==> config.mk <==
export PLATFORM = sky130hd
export DESIGN_NAME = rs_group
export DESIGN_NICKNAME = d
export VERILOG_FILES = /design/src/rtl/rs_pkg.sv /design/src/rtl/rs_pick_low.sv /design/src/rtl/rs_operand.sv /design/src/rtl/rs_entry.sv /design/src/rtl/rs_group.sv
export SDC_FILE = /design/constraint.sdc
export NUM_CORES = 1
export LEC_CHECK = 0
export BUFFER_PORTS_ARGS = -buffer_cell sky130_fd_sc_hd__buf_2
export CORE_MARGIN = 2
export CORE_UTILIZATION = 40
export CTS_BUF_LIST = sky130_fd_sc_hd__clkbuf_8
export DETAILED_ROUTE_END_ITERATION = 8
export HOLD_SLACK_MARGIN = 0.02
export PLACE_DENSITY = 0.58
export RECOVER_POWER = 50
export SETUP_SLACK_MARGIN = 0.15
export SYNTH_ARGS = -nofsm -noshare
export SYNTH_HDL_FRONTEND = slang
export SYNTH_SLANG_ARGS = --single-unit
export TNS_END_PERCENT = 20
==> constraint.sdc <==
create_clock -name clk -period 9 [get_ports clk]
set_input_delay 1.35 -clock clk [delete_from_list [all_inputs] [get_ports clk]]
set_output_delay 1.35 -clock clk [all_outputs]
set_load 0.02 [all_outputs]
==> src/rtl/rs_pkg.sv <==
package rs_pkg;

  // Life cycle of one station slot.
  typedef enum logic [1:0] {
    SLOT_FREE = 2'd0,
    SLOT_WAIT = 2'd1,
    SLOT_SENT = 2'd2
  } slot_state_e;

endpackage

==> src/rtl/rs_pick_low.sv <==
// Lowest-index selector: one-hot grant, encoded index and any flag.
module rs_pick_low #(
  parameter int N = 3,
  localparam int IDX_W = (N > 1) ? $clog2(N) : 1
) (
  input  logic [N-1:0]     req_i,
  output logic [N-1:0]     grant_o,
  output logic [IDX_W-1:0] idx_o,
  output logic             any_o
);

  always_comb begin
    grant_o = req_i & (~req_i + N'(1));
    any_o   = |req_i;
    idx_o   = '0;
    for (int i = N - 1; i >= 0; i--) begin
      if (req_i[i]) idx_o = IDX_W'(i);
    end
  end

endmodule

==> src/rtl/rs_operand.sv <==
// One source operand: a value plus a producer tag (0 = value present).
module rs_operand #(
  parameter int DATA_W = 64,
  parameter int TAG_W  = 4
) (
  input  logic              clk,
  input  logic              rst_n,
  input  logic              load_i,
  input  logic [DATA_W-1:0] val_i,
  input  logic [TAG_W-1:0]  tag_i,
  input  logic              bus_valid_i,
  input  logic [TAG_W-1:0]  bus_tag_i,
  input  logic [DATA_W-1:0] bus_data_i,
  output logic [DATA_W-1:0] val_o,
  output logic [TAG_W-1:0]  tag_o,
  output logic              ready_o
);

  logic [DATA_W-1:0] val_q, val_d;
  logic [TAG_W-1:0]  tag_q, tag_d;
  logic              en;
  logic              hit_new, hit_old;

  // Bus comparisons against the incoming tag and the stored tag.
  assign hit_new = bus_valid_i && (tag_i != '0) && (bus_tag_i == tag_i);
  assign hit_old = bus_valid_i && (tag_q != '0) && (bus_tag_i == tag_q);

  always_comb begin
    val_d = val_q;
    tag_d = tag_q;
    en    = 1'b0;
    if (load_i) begin
      en = 1'b1;
      if (hit_new) begin
        val_d = bus_data_i;
        tag_d = '0;
      end else begin
        val_d = val_i;
        tag_d = tag_i;
      end
    end else if (hit_old) begin
      en    = 1'b1;
      val_d = bus_data_i;
      tag_d = '0;
    end
  end

  always_ff @(posedge clk or negedge rst_n) begin
    if (!rst_n)  tag_q <= '0;
    else if (en) tag_q <= tag_d;
  end

  // Data path register: no reset, loaded only under the enable.
  always_ff @(posedge clk) begin
    if (en) val_q <= val_d;
  end

  assign val_o   = val_q;
  assign tag_o   = tag_q;
  assign ready_o = (tag_q == '0);

  // a waiting operand takes a matching broadcast.
  a_r5_capture: assert property (@(posedge clk) disable iff (!rst_n)
    (!load_i && bus_valid_i && tag_o != '0 && bus_tag_i == tag_o)
      |=> (tag_o == '0 && val_o == $past(bus_data_i)));

  // issue and matching broadcast in one cycle.
  a_r6_bypass: assert property (@(posedge clk) disable iff (!rst_n)
    (load_i && bus_valid_i && tag_i != '0 && bus_tag_i == tag_i)
      |=> (tag_o == '0 && val_o == $past(bus_data_i)));

  // a non-matching broadcast leaves a waiting operand untouched.
  a_r10_no_stray: assert property (@(posedge clk) disable iff (!rst_n)
    (!load_i && tag_o != '0 && (!bus_valid_i || bus_tag_i != tag_o))
      |=> (tag_o == $past(tag_o)));

endmodule

==> src/rtl/rs_entry.sv <==
// One station: state, operation code and two operands.
module rs_entry
  import rs_pkg::*;
#(
  parameter int               DATA_W    = 64,
  parameter int               TAG_W     = 4,
  parameter int               OP_W      = 4,
  parameter logic [TAG_W-1:0] ENTRY_TAG = TAG_W'(1)
) (
  input  logic              clk,
  input  logic              rst_n,
  input  logic              alloc_i,
  input  logic [OP_W-1:0]   op_i,
  input  logic [DATA_W-1:0] vj_i,
  input  logic [TAG_W-1:0]  qj_i,
  input  logic [DATA_W-1:0] vk_i,
  input  logic [TAG_W-1:0]  qk_i,
  input  logic              bus_valid_i,
  input  logic [TAG_W-1:0]  bus_tag_i,
  input  logic [DATA_W-1:0] bus_data_i,
  input  logic              launch_i,
  output logic              busy_o,
  output logic              ready_o,
  output logic [OP_W-1:0]   op_o,
  output logic [DATA_W-1:0] vj_o,
  output logic [DATA_W-1:0] vk_o
);

  slot_state_e     state_q, state_d;
  logic [OP_W-1:0] op_q;
  logic [TAG_W-1:0] qj, qk;
  logic            rdy_j, rdy_k;
  logic            own_result;

  rs_operand #(.DATA_W(DATA_W), .TAG_W(TAG_W)) u_src_j (
    .clk(clk), .rst_n(rst_n), .load_i(alloc_i), .val_i(vj_i), .tag_i(qj_i),
    .bus_valid_i(bus_valid_i), .bus_tag_i(bus_tag_i), .bus_data_i(bus_data_i),
    .val_o(vj_o), .tag_o(qj), .ready_o(rdy_j)
  );

  rs_operand #(.DATA_W(DATA_W), .TAG_W(TAG_W)) u_src_k (
    .clk(clk), .rst_n(rst_n), .load_i(alloc_i), .val_i(vk_i), .tag_i(qk_i),
    .bus_valid_i(bus_valid_i), .bus_tag_i(bus_tag_i), .bus_data_i(bus_data_i),
    .val_o(vk_o), .tag_o(qk), .ready_o(rdy_k)
  );

  assign own_result = bus_valid_i && (bus_tag_i == ENTRY_TAG);

  always_comb begin
    state_d = state_q;
    unique case (state_q)
      SLOT_FREE: if (alloc_i)    state_d = SLOT_WAIT;
      SLOT_WAIT: if (launch_i)   state_d = SLOT_SENT;
      SLOT_SENT: if (own_result) state_d = SLOT_FREE;
      default:                   state_d = SLOT_FREE;
    endcase
  end

  always_ff @(posedge clk or negedge rst_n) begin
    if (!rst_n) state_q <= SLOT_FREE;
    else        state_q <= state_d;
  end

  always_ff @(posedge clk) begin
    if (alloc_i) op_q <= op_i;
  end

  assign busy_o  = (state_q != SLOT_FREE);
  assign ready_o = (state_q == SLOT_WAIT) && rdy_j && rdy_k;
  assign op_o    = op_q;

  // only a free slot is filled.
  a_r2_alloc_free: assert property (@(posedge clk) disable iff (!rst_n)
    alloc_i |-> (state_q == SLOT_FREE));

  // a slot leaves only with both producer tags clear.
  a_r4_launch_tags: assert property (@(posedge clk) disable iff (!rst_n)
    launch_i |-> (qj == '0 && qk == '0));

  // a sent slot is not sent again.
  a_r8_no_resend: assert property (@(posedge clk) disable iff (!rst_n)
    (state_q == SLOT_SENT) |-> !launch_i);

  // own tag on the bus frees a sent slot.
  a_r9_release: assert property (@(posedge clk) disable iff (!rst_n)
    (state_q == SLOT_SENT && own_result) |=> !busy_o);

endmodule

==> src/rtl/rs_group.sv <==
// Group of stations for one execution-unit class.
module rs_group #(
  parameter int NUM_ENTRIES = 3,
  parameter int DATA_W      = 64,
  parameter int TAG_W       = 4,
  parameter int OP_W        = 4,
  parameter int BASE_TAG    = 1,
  localparam int IDX_W      = (NUM_ENTRIES > 1) ? $clog2(NUM_ENTRIES) : 1
) (
  input  logic              clk,
  input  logic              rst_n,
  input  logic              iss_valid_i,
  input  logic [OP_W-1:0]   iss_op_i,
  input  logic [DATA_W-1:0] iss_vj_i,
  input  logic [TAG_W-1:0]  iss_qj_i,
  input  logic [DATA_W-1:0] iss_vk_i,
  input  logic [TAG_W-1:0]  iss_qk_i,
  output logic              iss_ready_o,
  output logic [TAG_W-1:0]  iss_tag_o,
  input  logic              cdb_valid_i,
  input  logic [TAG_W-1:0]  cdb_tag_i,
  input  logic [DATA_W-1:0] cdb_data_i,
  output logic              fu_valid_o,
  input  logic              fu_ready_i,
  output logic [OP_W-1:0]   fu_op_o,
  output logic [DATA_W-1:0] fu_a_o,
  output logic [DATA_W-1:0] fu_b_o,
  output logic [TAG_W-1:0]  fu_tag_o
);

  localparam int N = NUM_ENTRIES;

  logic [N-1:0]      busy_vec, ready_vec;
  logic [N-1:0]      free_grant, rdy_grant;
  logic [N-1:0]      alloc_vec, launch_vec;
  logic [IDX_W-1:0]  free_idx, rdy_idx;
  logic              any_free, any_rdy;
  logic [OP_W-1:0]   op_arr [N];
  logic [DATA_W-1:0] vj_arr [N];
  logic [DATA_W-1:0] vk_arr [N];

  rs_pick_low #(.N(N)) u_pick_free (
    .req_i(~busy_vec), .grant_o(free_grant), .idx_o(free_idx), .any_o(any_free)
  );

  rs_pick_low #(.N(N)) u_pick_ready (
    .req_i(ready_vec), .grant_o(rdy_grant), .idx_o(rdy_idx), .any_o(any_rdy)
  );

  assign alloc_vec  = free_grant & {N{iss_valid_i}};
  assign launch_vec = rdy_grant  & {N{fu_ready_i}};

  for (genvar g = 0; g < N; g++) begin : g_slot
    rs_entry #(
      .DATA_W(DATA_W), .TAG_W(TAG_W), .OP_W(OP_W),
      .ENTRY_TAG(TAG_W'(BASE_TAG + g))
    ) u_slot (
      .clk(clk), .rst_n(rst_n),
      .alloc_i(alloc_vec[g]), .op_i(iss_op_i),
      .vj_i(iss_vj_i), .qj_i(iss_qj_i), .vk_i(iss_vk_i), .qk_i(iss_qk_i),
      .bus_valid_i(cdb_valid_i), .bus_tag_i(cdb_tag_i), .bus_data_i(cdb_data_i),
      .launch_i(launch_vec[g]),
      .busy_o(busy_vec[g]), .ready_o(ready_vec[g]),
      .op_o(op_arr[g]), .vj_o(vj_arr[g]), .vk_o(vk_arr[g])
    );
  end

  // AND-OR selection of the offered slot.
  always_comb begin
    fu_op_o = '0;
    fu_a_o  = '0;
    fu_b_o  = '0;
    for (int i = 0; i < N; i++) begin
      if (rdy_grant[i]) begin
        fu_op_o = fu_op_o | op_arr[i];
        fu_a_o  = fu_a_o  | vj_arr[i];
        fu_b_o  = fu_b_o  | vk_arr[i];
      end
    end
  end

  assign iss_ready_o = any_free;
  assign iss_tag_o   = TAG_W'(BASE_TAG + int'(free_idx));
  assign fu_valid_o  = any_rdy;
  assign fu_tag_o    = TAG_W'(BASE_TAG + int'(rdy_idx));

  // at most one slot sent per cycle, and none without acceptance.
  a_r7_single_send: assert property (@(posedge clk) disable iff (!rst_n)
    $onehot0(launch_vec) && (fu_ready_i || launch_vec == '0));

  // nothing is filled while the group is full.
  a_r2_full_stall: assert property (@(posedge clk) disable iff (!rst_n)
    !iss_ready_o |-> (alloc_vec == '0));

  // groups leave reset empty.
  a_r1_reset_empty: assert property (@(posedge clk)
    $rose(rst_n) |-> (busy_vec == '0));

endmodule

==> results.toml <==
[drt]
drtPass1Iterations = 4
vias = 14885
dr.first_iter.drc_count = 858
drt-total-wl_um = 64040
drcViolationCount = 0
wl_per_cell_um = 23.66
ant_nets = 0
viasPerCell = 5.501

[global_routing]
gr-total-overflow = 0
first_global_vias = 14990
busiest_layer = "met2"
grtUsageMet2_pct = 37.52
grt_max_degree = 105
grtUsageTotal_pct = 23.04
use_met1_pct = 29.68
grt_pass1_wl_um = 93780
grt_util_met3_pct = 6.299
antenna_found_initial = 16

[critical_path]
cp_max_fo = 38
cp_top_family = "buffers and inverters"
required_ps = 9370
crit_path_start = "cdb_tag_i[2]"
cp-start-kind = "input port"
cp_num_buf_inv = 3
path_common_cell = "clkbuf_1"
cp_cell_sequence = "clkbuf_1, xnor2_1, and4_1, a21boi_4, clkbuf_1, clkbuf_1, mux2_2"
path_class = "in2reg"
arrival_ps = 7020
end_kind = "register"
cp_slowest_cell = "clkbuf_1"
slowest_delay_ps = 2150
worstReg2RegStart = "g_slot[0].u_slot.state_q[0]"

[cells_and_area]
area_growth_pct = 17.05
final_layout_size_suffix_gt1_share_pct = 41.49
finish.net_count = 2168
final_cells = 2706
fin_area_um2 = 24750

[cts]
cts_hold_buf = 0
cts_tree = "built"
numCtsBuffers = 77
ctsResizeCount = 0
clock_latency_ps = 660
clockRootBuffer = "clkbuf_8"
h-tree-depth = 3
clk_pin_slew_worst_paths_ps = 60
clock-sinks = 426
clock_path_buffers = 3
post_cts_buffers = 0

[placement]
gp_congestion = 0.7824
hpwl_um = 37680
numPortBuffers = 352
post_dp_cell_area_um2 = 23440
placedCellCount = 2562

[pwr]
p_leak_nw = 9.157
peakVddDrop_uv = 154.9
p_per_area_nw_per_um2 = 289.5

[synth]
synth.top_cells.by_count = "396 x edfxtp_1, 363 x mux2_2, 146 x nand2_1, 143 x nor2_1, 136 x nand3_1"
synth.avg_cell_area_um2 = 13.06
async_flop_share_pct = 7.042
synth_edf_count = 396
synth_top_flop_cell = "edfxtp_1"
synth.ff_latch_count = 426
synth_warnings = 0
synth_top_cell_by_area = "edfxtp_1"
ys_seq_area_share_pct = 59.80
ys_top_cells_by_area = "edfxtp_1 56%, mux2_2 19%, a31oi_1 3.9%"
syn-cell-area_um2 = 21140
syn_inst = 1619
synth.most_common_cell = "edfxtp_1"
synthDistinctLibCells = 45
synth_top_area_share_pct = 56.25

[die]
io_pins = 355
die_x_um = 233.9
die_area_um2 = 54710
core_um2 = 52450
start_util_pct = 40.31
rows = 84
fp.dieH_um = 233.9

[timing]
finalHoldViolCount = 0
tns_ps = 0
rsz0062_at_grt = "no"
maxSlewViolCount = 564
period_needed_ps = 6650
clock_skew_ps = 33.91
slew_headroom_pct = -163.4
setup_viol = 0
final.period_utilization_pct = 73.88
worstMarginPinSlew_ps = 3951
max_freq_mhz = 150.4

[outcome]
status = "finished with violations"
violations = "max-capacitance violations, max-slew violations"

[worst_hold_path]
hold_start = "g_slot[2].u_slot.u_src_k.tag_o[3]"
holdCritPathClass = "reg2reg"

[run]
maxCapViolCount = 17
==> metal layers <==
metal | vias up | wire length, µm
met4 | 18 | 1390
met1 | 7488 | 27120
met2 | 442 | 30890
li1 | 6831 | -
met3 | 106 | 4523
met5 | - | 117
==> final cells by class <==
type                       instances  area [µm²]
fill                            4800       27700
sequential                       426       12640
multi-input combinational       1056        7843
timing repair buffer             377        1901
clock buffer                      85        1170
tap                              688       860.8
clock inverter                    51       246.5
inverter                          15       63.81
antenna                            8       20.02
==> layout by cell type (no fill, tap or decap), drive strengths merged, types with 3 or more instances in the layout <==
master / count
nor2: 143
a2bb2o: 6
buf: 358
a41oi: 6
clkinv: 19
o31ai: 3
and3: 3
nand4: 3
xnor2: 12
or2: 7
clkinvlp: 10
a31oi: 132
mux2: 384
nand3: 136
nor3: 7
xor2: 13
clkbuf: 104
dfrtp: 30
a22o: 15
o21ai: 9
diode: 8
a32o: 3
nand2: 146
inv: 36
nor4b: 3
edfxtp: 396
==> path summary, 6_finish.rpt <==
path	to	slack (ps)	cells after the start
min in group asynchronous	g_slot[0].u_slot.u_src_j.tag_o[3]	1170	1
worst max-delay path	g_slot[1].u_slot.u_src_j.val_o[3]	2350	7
worst min-delay path	g_slot[2].u_slot.u_src_k.tag_o[3]	530	1
max in group asynchronous	g_slot[1].u_slot.u_src_k.tag_o[3]	6780	1
worst min register to register	g_slot[2].u_slot.u_src_k.tag_o[3]	530	1
worst max register to register	g_slot[1].u_slot.u_src_j.val_o[3]	2970	6
==> report_power, final <==
group          internal, mW  switching, mW  leakage (nW)
logic                 0.858           1.65          4.33
clock network         0.893          0.825         0.812
registers              2.79          0.147          4.02
==> logic make-up after synthesis <==
group	synth area share, %
and+or+nand+nor	9.422
DFF	59.80
muxes	20.45
AOI/OAI and AO/OA	6.066
buffers and inverters	3.089
xor gates and xnor gates	1.036
adders and majority gates	0.1183
other	0.01774
==> state kept, by name (all words and copies together), names as in the netlist <==
| register | cells |
|---|---|
| g_slot.u_slot.u_src_j.val_o | 192 |
| g_slot.u_slot.u_src_k.tag_o | 12 |
| g_slot.u_slot.state_q | 6 |
| g_slot.u_slot.u_src_j.tag_o | 12 |
| g_slot.u_slot.u_src_k.val_o | 192 |
| g_slot.u_slot.op_o | 12 |
==> metrics by stage <==
step	util, %	hold WS, ps	total power, mW	worst slack, ps
3_5_place_dp	44.69	528.2	5.485	4144
6_report	47.18	534.8	7.164	2350
2_1_floorplan	-	499.4	4.576	4929
5_1_grt	47.17	568.1	7.525	2157
3_3_place_gp	44.69	518.5	5.456	4221
4_1_cts	47.39	541.7	7.216	3413
Note: power is estimated with default switching activity, not from simulation.
